<file path="src/rtl/vosd_pkg.sv">
package vosd_pkg;

   // Position of the lowest set bit of v; 32 when v is zero.
   function automatic int lsb_pos(input int v);
      for (int i = 0; i < 32; i++) begin
         if (v[i]) return i;
      end
      return 32;
   endfunction

   // Extra copies granted by the two-bit block field.
   function automatic logic [2:0] block_copies(input logic [1:0] fld);
      case (fld)
         2'b11:   return 3'd3;
         2'b10:   return 3'd2;
         default: return 3'd1;
      endcase
   endfunction

endpackage

</file>
<file path="src/rtl/vosd_fall_det.sv">
module vosd_fall_det #(
   parameter int SYNC_STAGES = 2
) (
   input  logic clk,
   input  logic rst_n,
   input  logic vflb,
   output logic fall
);
   logic cur;
   logic prev;

   generate
      if (SYNC_STAGES == 0) begin : g_direct
         assign cur = vflb;
      end else begin : g_sync
         logic [SYNC_STAGES-1:0] sh;
         always_ff @(posedge clk or negedge rst_n) begin
            if (!rst_n) sh <= '0;
            else if (SYNC_STAGES == 1) sh <= vflb;
            else sh <= {sh[SYNC_STAGES-2:0], vflb};
         end
         assign cur = sh[SYNC_STAGES-1];
      end
   endgenerate

   always_ff @(posedge clk or negedge rst_n) begin
      if (!rst_n) prev <= 1'b0;
      else        prev <= cur;
   end

   assign fall = prev & ~cur;
endmodule

</file>
<file path="src/rtl/vosd_delay_gate.sv">
module vosd_delay_gate #(
   parameter int DELAY_W = 6
) (
   input  logic               clk,
   input  logic               rst_n,
   input  logic               fall,
   input  logic               line_stb,
   input  logic [DELAY_W-1:0] delay_code,
   output logic               start
);
   localparam int CNT_W = DELAY_W + 3;

   logic             armed;
   logic [CNT_W-1:0] cnt;
   logic [CNT_W-1:0] last_cnt;

   // 4*code+1 strobes: the strobe with count 4*code is the final one.
   assign last_cnt = {1'b0, delay_code, 2'b00};
   assign start    = armed & line_stb & ~fall & (cnt == last_cnt);

   always_ff @(posedge clk or negedge rst_n) begin
      if (!rst_n) begin
         armed <= 1'b0;
         cnt   <= '0;
      end else if (fall) begin
         armed <= 1'b1;
         cnt   <= '0;
      end else if (start) begin
         armed <= 1'b0;
         cnt   <= '0;
      end else if (armed && line_stb) begin
         cnt <= cnt + 1'b1;
      end
   end
endmodule

</file>
<file path="src/rtl/vosd_repeat_map.sv">
module vosd_repeat_map #(
   parameter int ROW_W = 4
) (
   input  logic [ROW_W+1:0] weight,
   input  logic [ROW_W-1:0] row,
   output logic [2:0]       copies
);
   import vosd_pkg::*;

   localparam int ROW_LINES = 1 << ROW_W;

   logic [2:0] blk;
   logic [2:0] per_row [ROW_LINES];

   assign blk = block_copies(weight[ROW_W+1:ROW_W]);

   // Row g belongs to the set picked by its lowest set bit: odd rows to
   // the top low bit, rows divisible by 2^k (but not 2^(k+1)) further down.
   generate
      for (genvar g = 0; g < ROW_LINES; g++) begin : g_row
         if (g == 0) begin : g_base
            assign per_row[g] = blk;
         end else begin : g_set
            localparam int TZ = lsb_pos(g);
            assign per_row[g] = blk + {2'b00, weight[ROW_W-1-TZ]};
         end
      end
   endgenerate

   assign copies = per_row[row];
endmodule

</file>
<file path="src/rtl/vosd_row_seq.sv">
module vosd_row_seq #(
   parameter int ROW_W         = 4,
   parameter int NUM_CHAR_ROWS = 15,
   parameter int CROW_W        = 4
) (
   input  logic              clk,
   input  logic              rst_n,
   input  logic              fall,
   input  logic              start,
   input  logic              line_stb,
   input  logic [2:0]        copies,
   output logic              active,
   output logic              in_repeat,
   output logic [ROW_W-1:0]  row,
   output logic [CROW_W-1:0] crow
);
   localparam logic [ROW_W-1:0]  ROW_LAST  = {ROW_W{1'b1}};
   localparam logic [CROW_W-1:0] CROW_LAST = CROW_W'(NUM_CHAR_ROWS - 1);

   logic [2:0] pass;

   assign in_repeat = active & (pass != 3'd0);

   always_ff @(posedge clk or negedge rst_n) begin
      if (!rst_n) begin
         active <= 1'b0;
         pass   <= '0;
         row    <= '0;
         crow   <= '0;
      end else if (fall) begin
         active <= 1'b0;
         pass   <= '0;
         row    <= '0;
         crow   <= '0;
      end else if (start) begin
         active <= 1'b1;
         pass   <= '0;
         row    <= '0;
         crow   <= '0;
      end else if (active && line_stb) begin
         if (pass < copies) begin
            pass <= pass + 3'd1;
         end else begin
            pass <= '0;
            if (row == ROW_LAST) begin
               row <= '0;
               if (crow == CROW_LAST) begin
                  active <= 1'b0;
                  crow   <= '0;
               end else begin
                  crow <= crow + 1'b1;
               end
            end else begin
               row <= row + 1'b1;
            end
         end
      end
   end
endmodule

</file>
<file path="src/rtl/vosd_vpos.sv">
module vosd_vpos #(
   parameter int DELAY_W       = 6,
   parameter int ROW_W         = 4,
   parameter int NUM_CHAR_ROWS = 15,
   parameter int SYNC_STAGES   = 2,
   localparam int CROW_W       = (NUM_CHAR_ROWS > 2) ? $clog2(NUM_CHAR_ROWS) : 1
) (
   input  logic               clk,
   input  logic               rst_n,
   input  logic               vflb_in,
   input  logic               line_stb,
   input  logic [DELAY_W-1:0] delay_code,
   input  logic [ROW_W+1:0]   weight_code,
   output logic               line_valid,
   output logic               line_repeat,
   output logic [ROW_W-1:0]   row_idx,
   output logic [CROW_W-1:0]  char_row
);
   generate
      if (DELAY_W < 1 || DELAY_W > 16) begin : g_bad_delay
         $error("vosd_vpos: DELAY_W must lie in 1..16");
      end
      if (ROW_W < 2 || ROW_W > 6) begin : g_bad_row
         $error("vosd_vpos: ROW_W must lie in 2..6");
      end
      if (NUM_CHAR_ROWS < 1) begin : g_bad_crow
         $error("vosd_vpos: NUM_CHAR_ROWS must be at least 1");
      end
      if (SYNC_STAGES < 0 || SYNC_STAGES > 4) begin : g_bad_sync
         $error("vosd_vpos: SYNC_STAGES must lie in 0..4");
      end
   endgenerate

   logic       fall_evt;
   logic       start_evt;
   logic [2:0] copies;

   vosd_fall_det #(.SYNC_STAGES(SYNC_STAGES)) u_fall (
      .clk   (clk),
      .rst_n (rst_n),
      .vflb  (vflb_in),
      .fall  (fall_evt)
   );

   vosd_delay_gate #(.DELAY_W(DELAY_W)) u_delay (
      .clk        (clk),
      .rst_n      (rst_n),
      .fall       (fall_evt),
      .line_stb   (line_stb),
      .delay_code (delay_code),
      .start      (start_evt)
   );

   vosd_repeat_map #(.ROW_W(ROW_W)) u_map (
      .weight (weight_code),
      .row    (row_idx),
      .copies (copies)
   );

   vosd_row_seq #(
      .ROW_W         (ROW_W),
      .NUM_CHAR_ROWS (NUM_CHAR_ROWS),
      .CROW_W        (CROW_W)
   ) u_seq (
      .clk       (clk),
      .rst_n     (rst_n),
      .fall      (fall_evt),
      .start     (start_evt),
      .line_stb  (line_stb),
      .copies    (copies),
      .active    (line_valid),
      .in_repeat (line_repeat),
      .row       (row_idx),
      .crow      (char_row)
   );
endmodule

</file>
<file path="config.mk">
export PLATFORM = sky130hd
export DESIGN_NAME = vosd_vpos
export DESIGN_NICKNAME = d
export VERILOG_FILES = /design/src/rtl/vosd_pkg.sv /design/src/rtl/vosd_fall_det.sv /design/src/rtl/vosd_delay_gate.sv /design/src/rtl/vosd_repeat_map.sv /design/src/rtl/vosd_row_seq.sv /design/src/rtl/vosd_vpos.sv
export SDC_FILE = /design/constraint.sdc
export NUM_CORES = 1
export LEC_CHECK = 0
export BUFFER_PORTS_ARGS = -buffer_cell sky130_fd_sc_hd__buf_2
export CORE_MARGIN = 4
export CORE_UTILIZATION = 35
export DETAILED_ROUTE_END_ITERATION = 7
export PLACE_DENSITY = 0.53
export SLEW_MARGIN = 15
export SYNTH_ARGS = -nofsm -noshare
export SYNTH_HDL_FRONTEND = slang
export SYNTH_SLANG_ARGS = --single-unit
</file>
<file path="constraint.sdc">
create_clock -name clk -period 4.63 [get_ports clk]
set_input_delay 0.463 -clock clk [delete_from_list [all_inputs] [get_ports clk]]
set_output_delay 0.463 -clock clk [all_outputs]
set_load 0.01 [all_outputs]
</file>
==> results.yml, run 1 <==
run_status:
  outcome: "finished, final reports clean"
yosys:
  async_flop_share_pct: 100
  seq_area_frac_synth_pct: 38.6
  synth_seq_cells: 25
  synth_ff_type: "dfrtp_1"
  yosys.area.top_type_share_pct: 38.6
  synth_edf_count: 0
  syn-cell-area_mm2: 0.00162
  yosysTopAreaCell: "dfrtp_1"
  yosysWarnings: 0
  ys_types: 38
  synth_area_per_cell_um2: 9.17
  synth_commonest_cells: "dfrtp_1, a21oi_1, ha_1"
  yosysMostFrequentCell: "dfrtp_1"
  synth_area_leaders: "dfrtp_1, ha_1, a21oi_1"
  synth_fp_nets: 210
  netlist_instances: 177
setup_path:
  crit_path_max_fanout: 20
  worstPathArrival_ns: 3.48
  setup.worst_path.end_class: "flop"
  critPathRequiredTime_ns: 4.82
  worstSetupPathType: "primary input to flop"
  startpoint_type: "primary input"
placed_design:
  place_area_mm2: 0.00176
  dp.cells: 244
  place_congestion: 0.766
  dp_hpwl_um: 2670
  io_buffers: 25
clock_network:
  cts_root_buf: "clkbuf_8"
  cts_setup_buffers: 0
  clock_latency_ns: 0.28
  numCtsBuffers: 3
  ctsResizeCount: 0
  cts_max_level: 1
  clockBufferDepth: 2
  cts_tree: "yes"
  cts.sinks: 25
  cts-hold-fix-buffers: 0
  clk_pin_slew_worst_paths_ns: 0.10
pwr:
  peakVddDrop_uv: 122
  power_uw: 430
  power_density_mw_per_mm2: 238
  leakagePower_nw: 0.857
grt:
  grt_pass1_vias: 1340
  grt.overflow.total: 0
  grt.total_usage_pct: 12.7
  grt_max_degree: 26
  antenna_found_initial: 0
  grt_pass1_wl_um: 6210
timing:
  finalSetupTns_ns: 0
  rsz0062_at_grt: "no"
  final.min_clock_period_ns: 3.29
  fin_crit_sh_pct: 71.1
  hold_viol: 0
  setup_viol: 0
  tightest_slew_ns: 0.679
  max_freq_mhz: 304
  fin_skew_ns: 0.0120
  slew_viol_final: 0
  relSlewSlack_pct: 54.7
detailed_routing:
  m1WireLength_um: 1590
  postRouteAntennaNets: 0
  wl_um: 3570
  num_vias: 1341
  drt_iter0_markers: 72
  highest_layer: "met4"
  vias_per_cell: 5.41
  wl_met2_um: 1780
  drt_drc_violations_left: 0
  wl_met3_um: 163
  dr.pass1.iters: 4
  routedWlPerCell_um: 14.4
finish:
  drive_above_1_share_pct: 15.3
  synthToLayoutAreaGrowth_pct: 11.4
  final_cell_area_mm2: 0.00181
  diodes: 0
  fin_cells: 248
  final_nets: 230
floorplan:
  fp.coreArea_mm2: 0.00441
  placementRows: 24
  die_y_um: 76.1
  fp.dieW_um: 76.1
  ioPinCount: 26
  die-area_mm2: 0.00579
  initial_core_util_pct: 36.8
worst_hold_path:
  holdCritPathClass: "primary input to async pin"
flow_run:
  max_cap_violations: 0
routing by layer:
metal  vias up  global-route usage, %
li1        664                      -
met1       644                   16.2
met2        29                   21.1
met3         4                   2.48
met4         0                   5.07
met5         -                      0
logic make-up after synthesis:
family	count (synthesis)	synth area share, %
buf+inv	17	4.93
compound gates	41	15.3
simple gates	63	20.4
fa+ha+maj	17	13.1
xor+xnor	12	6.48
flops	25	38.6
mux	2	1.23
metrics by stage:
step / hold WS [ns] / setup slack [ns] / utilization, %
2_1_floorplan: 0.167 / 1.39 / -
3_3_place_gp: 0.339 / 1.12 / 39.9
3_5_place_dp: 0.339 / 1.04 / 39.9
4_1_cts: 0.181 / 1.33 / 41.0
5_1_grt: 0.207 / 1.14 / 41.0
6_report: 0.154 / 1.34 / 41.0
cell type report:
cell class | count | area, um^2
clock buffers | 3 | 41.3
fillers | 438 | 2610
repair buffers | 25 | 125
multi-input cells | 135 | 917
inverters | 7 | 26.3
well taps | 52 | 65.1
flip-flops and latches | 25 | 626
clock inverters | 1 | 7.51
registers in the layout, indices dropped and copies added (netlist names):
name	count
u_fall.g_sync.sh	2
u_seq.active	1
u_delay.cnt	9
u_seq.row	4
u_fall.prev	1
u_seq.pass	3
u_delay.armed	1
u_seq.crow	4
layout by cell type, fill, tap and decap left out, drive strengths merged, types with 2 or more instances in the layout:
| cell | instances |
|---|---|
| buf | 25 |
| or4 | 5 |
| nand2b | 3 |
| mux2i | 2 |
| o31ai | 2 |
| nand3 | 10 |
| nand2 | 16 |
| or3 | 2 |
| nor2b | 2 |
| dfrtp | 25 |
| nand4b | 2 |
| a21oi | 21 |
| and3 | 4 |
| and2 | 2 |
| ha | 17 |
| xor2 | 12 |
| nor2 | 11 |
| inv | 7 |
| clkbuf | 3 |
| o21ai | 9 |
power by group:
group,switching [mW],internal [mW],leakage [nW]
Sequential,0.0108,0.226,0.335
Combinational,0.0320,0.0222,0.500
Clock,0.0784,0.0613,0.0217
worst max-delay path, stage by stage:
cell and delay (ns):
buf_2 0.09, nand2b_1 0.23, ha_1 0.23, ha_1 0.27, mux2i_1 0.06, o21ai_0 0.14
mux2i_1 0.08, nor2_1 0.09, a21oi_1 0.05, ha_1 0.28, nand2_1 0.06, a2111o_1 0.37
o221a_2 0.38, or4_1 0.50, a21oi_1 0.16
path summary, 6_finish.rpt:
path | slack (ns) | cells after the start | startpoint | end
setup reg to reg | 1.66 | 11 | u_seq.row[2] | u_seq.crow[1]
hold / removal | 0.15 | 1 | rst_n | u_delay.cnt[6]
setup / recovery | 1.34 | 15 | weight_code[4] | u_seq.crow[1]
min in group clk | 0.29 | 1 | vflb_in | u_fall.g_sync.sh[0]
max in group asynchronous | 4.09 | 1 | rst_n | u_seq.pass[0]
hold reg to reg | 0.36 | 0 | u_fall.g_sync.sh[0] | u_fall.g_sync.sh[1]
Power figures use the tool's default switching activity.
==> inputs of run 2 (changes only) <==
Settings changed: ABC_AREA set to 1, PLACE_DENSITY 0.53 to 0.54.
Clock period 4.63 ns to 2.9 ns, I/O delays scaled along.
==> results.yml, run 2 <==
flow_run:
  max_cap_violations: 0
timing:
  max_freq_mhz: 440
  slew_viol_final: 0
  setup_viol: 0
  fin_skew_ns: 0.00424
  fin_crit_sh_pct: 78.3
  finalSetupTns_ns: 0
  hold_viol: 0
  final.min_clock_period_ns: 2.27
  rsz0062_at_grt: "no"
  holdWs_ns: 0.00587
  tightest_slew_ns: 0.579
  relSlewSlack_pct: 61.4
clock_network:
  cts-hold-fix-buffers: 0
  cts_max_level: 1
  clock_latency_ns: 0.27
  numCtsBuffers: 3
  cts_setup_buffers: 0
  cts_root_buf: "clkbuf_8"
  cts_tree: "yes"
  cts.sinks: 25
  ctsResizeCount: 0
  clockBufferDepth: 2
  clk_pin_slew_worst_paths_ns: 0.09
detailed_routing:
  num_vias: 1569
  wl_um: 3870
  drt_iter0_markers: 60
  postRouteAntennaNets: 0
  routedWlPerCell_um: 11.2
  drt_drc_violations_left: 0
  vias_per_cell: 4.55
  dr.pass1.iters: 4
yosys:
  synth_area_leaders: "dfrtp_1, nand2_1, ha_1"
  synth_area_per_cell_um2: 7.49
  yosysWarnings: 0
  yosysMostFrequentCell: "nand2_1"
  ys_types: 31
  async_flop_share_pct: 100
  synth_seq_cells: 25
  synth_edf_count: 0
  yosys.area.top_type_share_pct: 33.4
  seq_area_frac_synth_pct: 33.4
  yosysTopAreaCell: "dfrtp_1"
  synth_ff_type: "dfrtp_1"
  syn-cell-area_mm2: 0.00187
  synth_fp_nets: 283
  synth_commonest_cells: "nand2_1, inv_1, nor2_1"
  netlist_instances: 250
pwr:
  leakagePower_nw: 1.12
  power_density_mw_per_mm2: 677
  peakVddDrop_uv: 366
floorplan:
  fp.coreArea_mm2: 0.00514
  die-area_mm2: 0.00658
  fp.dieW_um: 81.1
  placementRows: 26
  initial_core_util_pct: 36.4
  die_y_um: 81.1
  ioPinCount: 26
grt:
  antenna_found_initial: 0
  grt.total_usage_pct: 12.7
  grt_max_degree: 26
  grt.overflow.total: 0
  grt_pass1_vias: 1417
  grt_pass1_wl_um: 6580
finish:
  register_area_um2: 626
  multi_input_area_mm2: 0.00109
  synthToLayoutAreaGrowth_pct: 12.6
  diodes: 0
  final_common_cell: "nand2_1"
  drive_above_1_share_pct: 17.5
  reg.largest.list: "u_delay.cnt (9), u_seq.crow (4), u_seq.row (4)"
  fillCellCount: 563
  largest-register: "u_delay.cnt"
  final_nets: 309
  final_cell_mix: "nand2_1, inv_1, nor2_1, buf_2, dfrtp_1"
  largest_register_ffs: 9
setup_path:
  critPathRequiredTime_ns: 3.07
  crit_path_max_fanout: 8
  setup.worst_path.end_class: "flop"
  startpoint_type: "primary input"
  worstPathArrival_ns: 2.44
  worstSetupPathType: "primary input to flop"
placed_design:
  dp_hpwl_um: 2960
  io_buffers: 25
  place_congestion: 0.751
run_status:
  outcome: "finished, final reports clean"
worst_hold_path:
  holdCritPathClass: "primary input to async pin"
[run 2: through the flow]
step           instances  utilization [%]  area (um^2)  setup slack (ns)  total power [mW]
4_1_cts              345             41.0         2110             0.625              1.45
6_report             345             41.0         2110             0.630              1.43
3_3_place_gp         341             40.1         2060             0.381              1.23
2_1_floorplan        250                -         1870             0.675              1.06
5_1_grt              345             41.0         2110             0.409              1.57
3_5_place_dp         341             40.1         2060             0.337              1.23
[run 2: critical path: stages]
cell and delay (ns):
buf_2 0.15, nand2_1 0.15, ha_1 0.22, ha_1 0.27
nand2_1 0.05, nand3_1 0.08, o21ai_0 0.08, o21ai_0 0.13
o21ai_0 0.11, ha_1 0.19, a21oi_1 0.14, inv_1 0.11
nor2_8 0.15, nand2_8 0.09, nand2_8 0.11, inv_4 0.04
nand2_1 0.04, nand2_1 0.04
[run 2: cell type report]
class / count / share of cell area, %
multi-input combinational: 185 / 51.5
sequential: 25 / 29.7
inverter: 36 / 6.53
timing repair buffer: 25 / 5.93
tap: 70 / 4.15
clock buffer: 3 / 1.96
clock inverter: 1 / 0.237
[run 2: power breakdown]
group / internal (mW) / switching (mW) / total [mW]
Clock: 0.0962 / 0.115 / 0.211
Sequential: 0.426 / 0.113 / 0.539
Combinational: 0.271 / 0.405 / 0.677
Total: 0.794 / 0.633 / 1.43
[run 2: layer usage]
metal	part of all wire (%)	global-route usage, %
met1	53	18.1
met5	0	0
met4	0.65	2.53
met3	3.3	2.33
met2	43	20.2
[run 2: final timing paths]
kind / startpoint / to / slack, ns / cells past startpoint
min reg2reg: u_fall.g_sync.sh[0] / u_fall.g_sync.sh[1] / 0.36 / 0
min: rst_n / u_delay.cnt[4] / 0.006 / 1
max: weight_code[5] / u_seq.row[2] / 0.63 / 18
min in group clk: vflb_in / u_fall.g_sync.sh[0] / 0.12 / 1
max reg2reg: u_seq.row[2] / u_seq.row[2] / 0.67 / 13
max in group asynchronous: rst_n / u_delay.cnt[1] / 2.51 / 1
[run 2: kinds of logic (layout without fill, tap and decap cells)]
group / Yosys count / after routing / share of synthesized area, %
xor gates and xnor gates: 9 / 9 / 4.21
adders and majority gates: 17 / 17 / 11.4
and+or+nand+nor: 137 / 137 / 35.6
buffers and inverters: 40 / 65 / 8.56
AOI/OAI and AO/OA: 22 / 22 / 6.88
DFF: 25 / 25 / 33.4
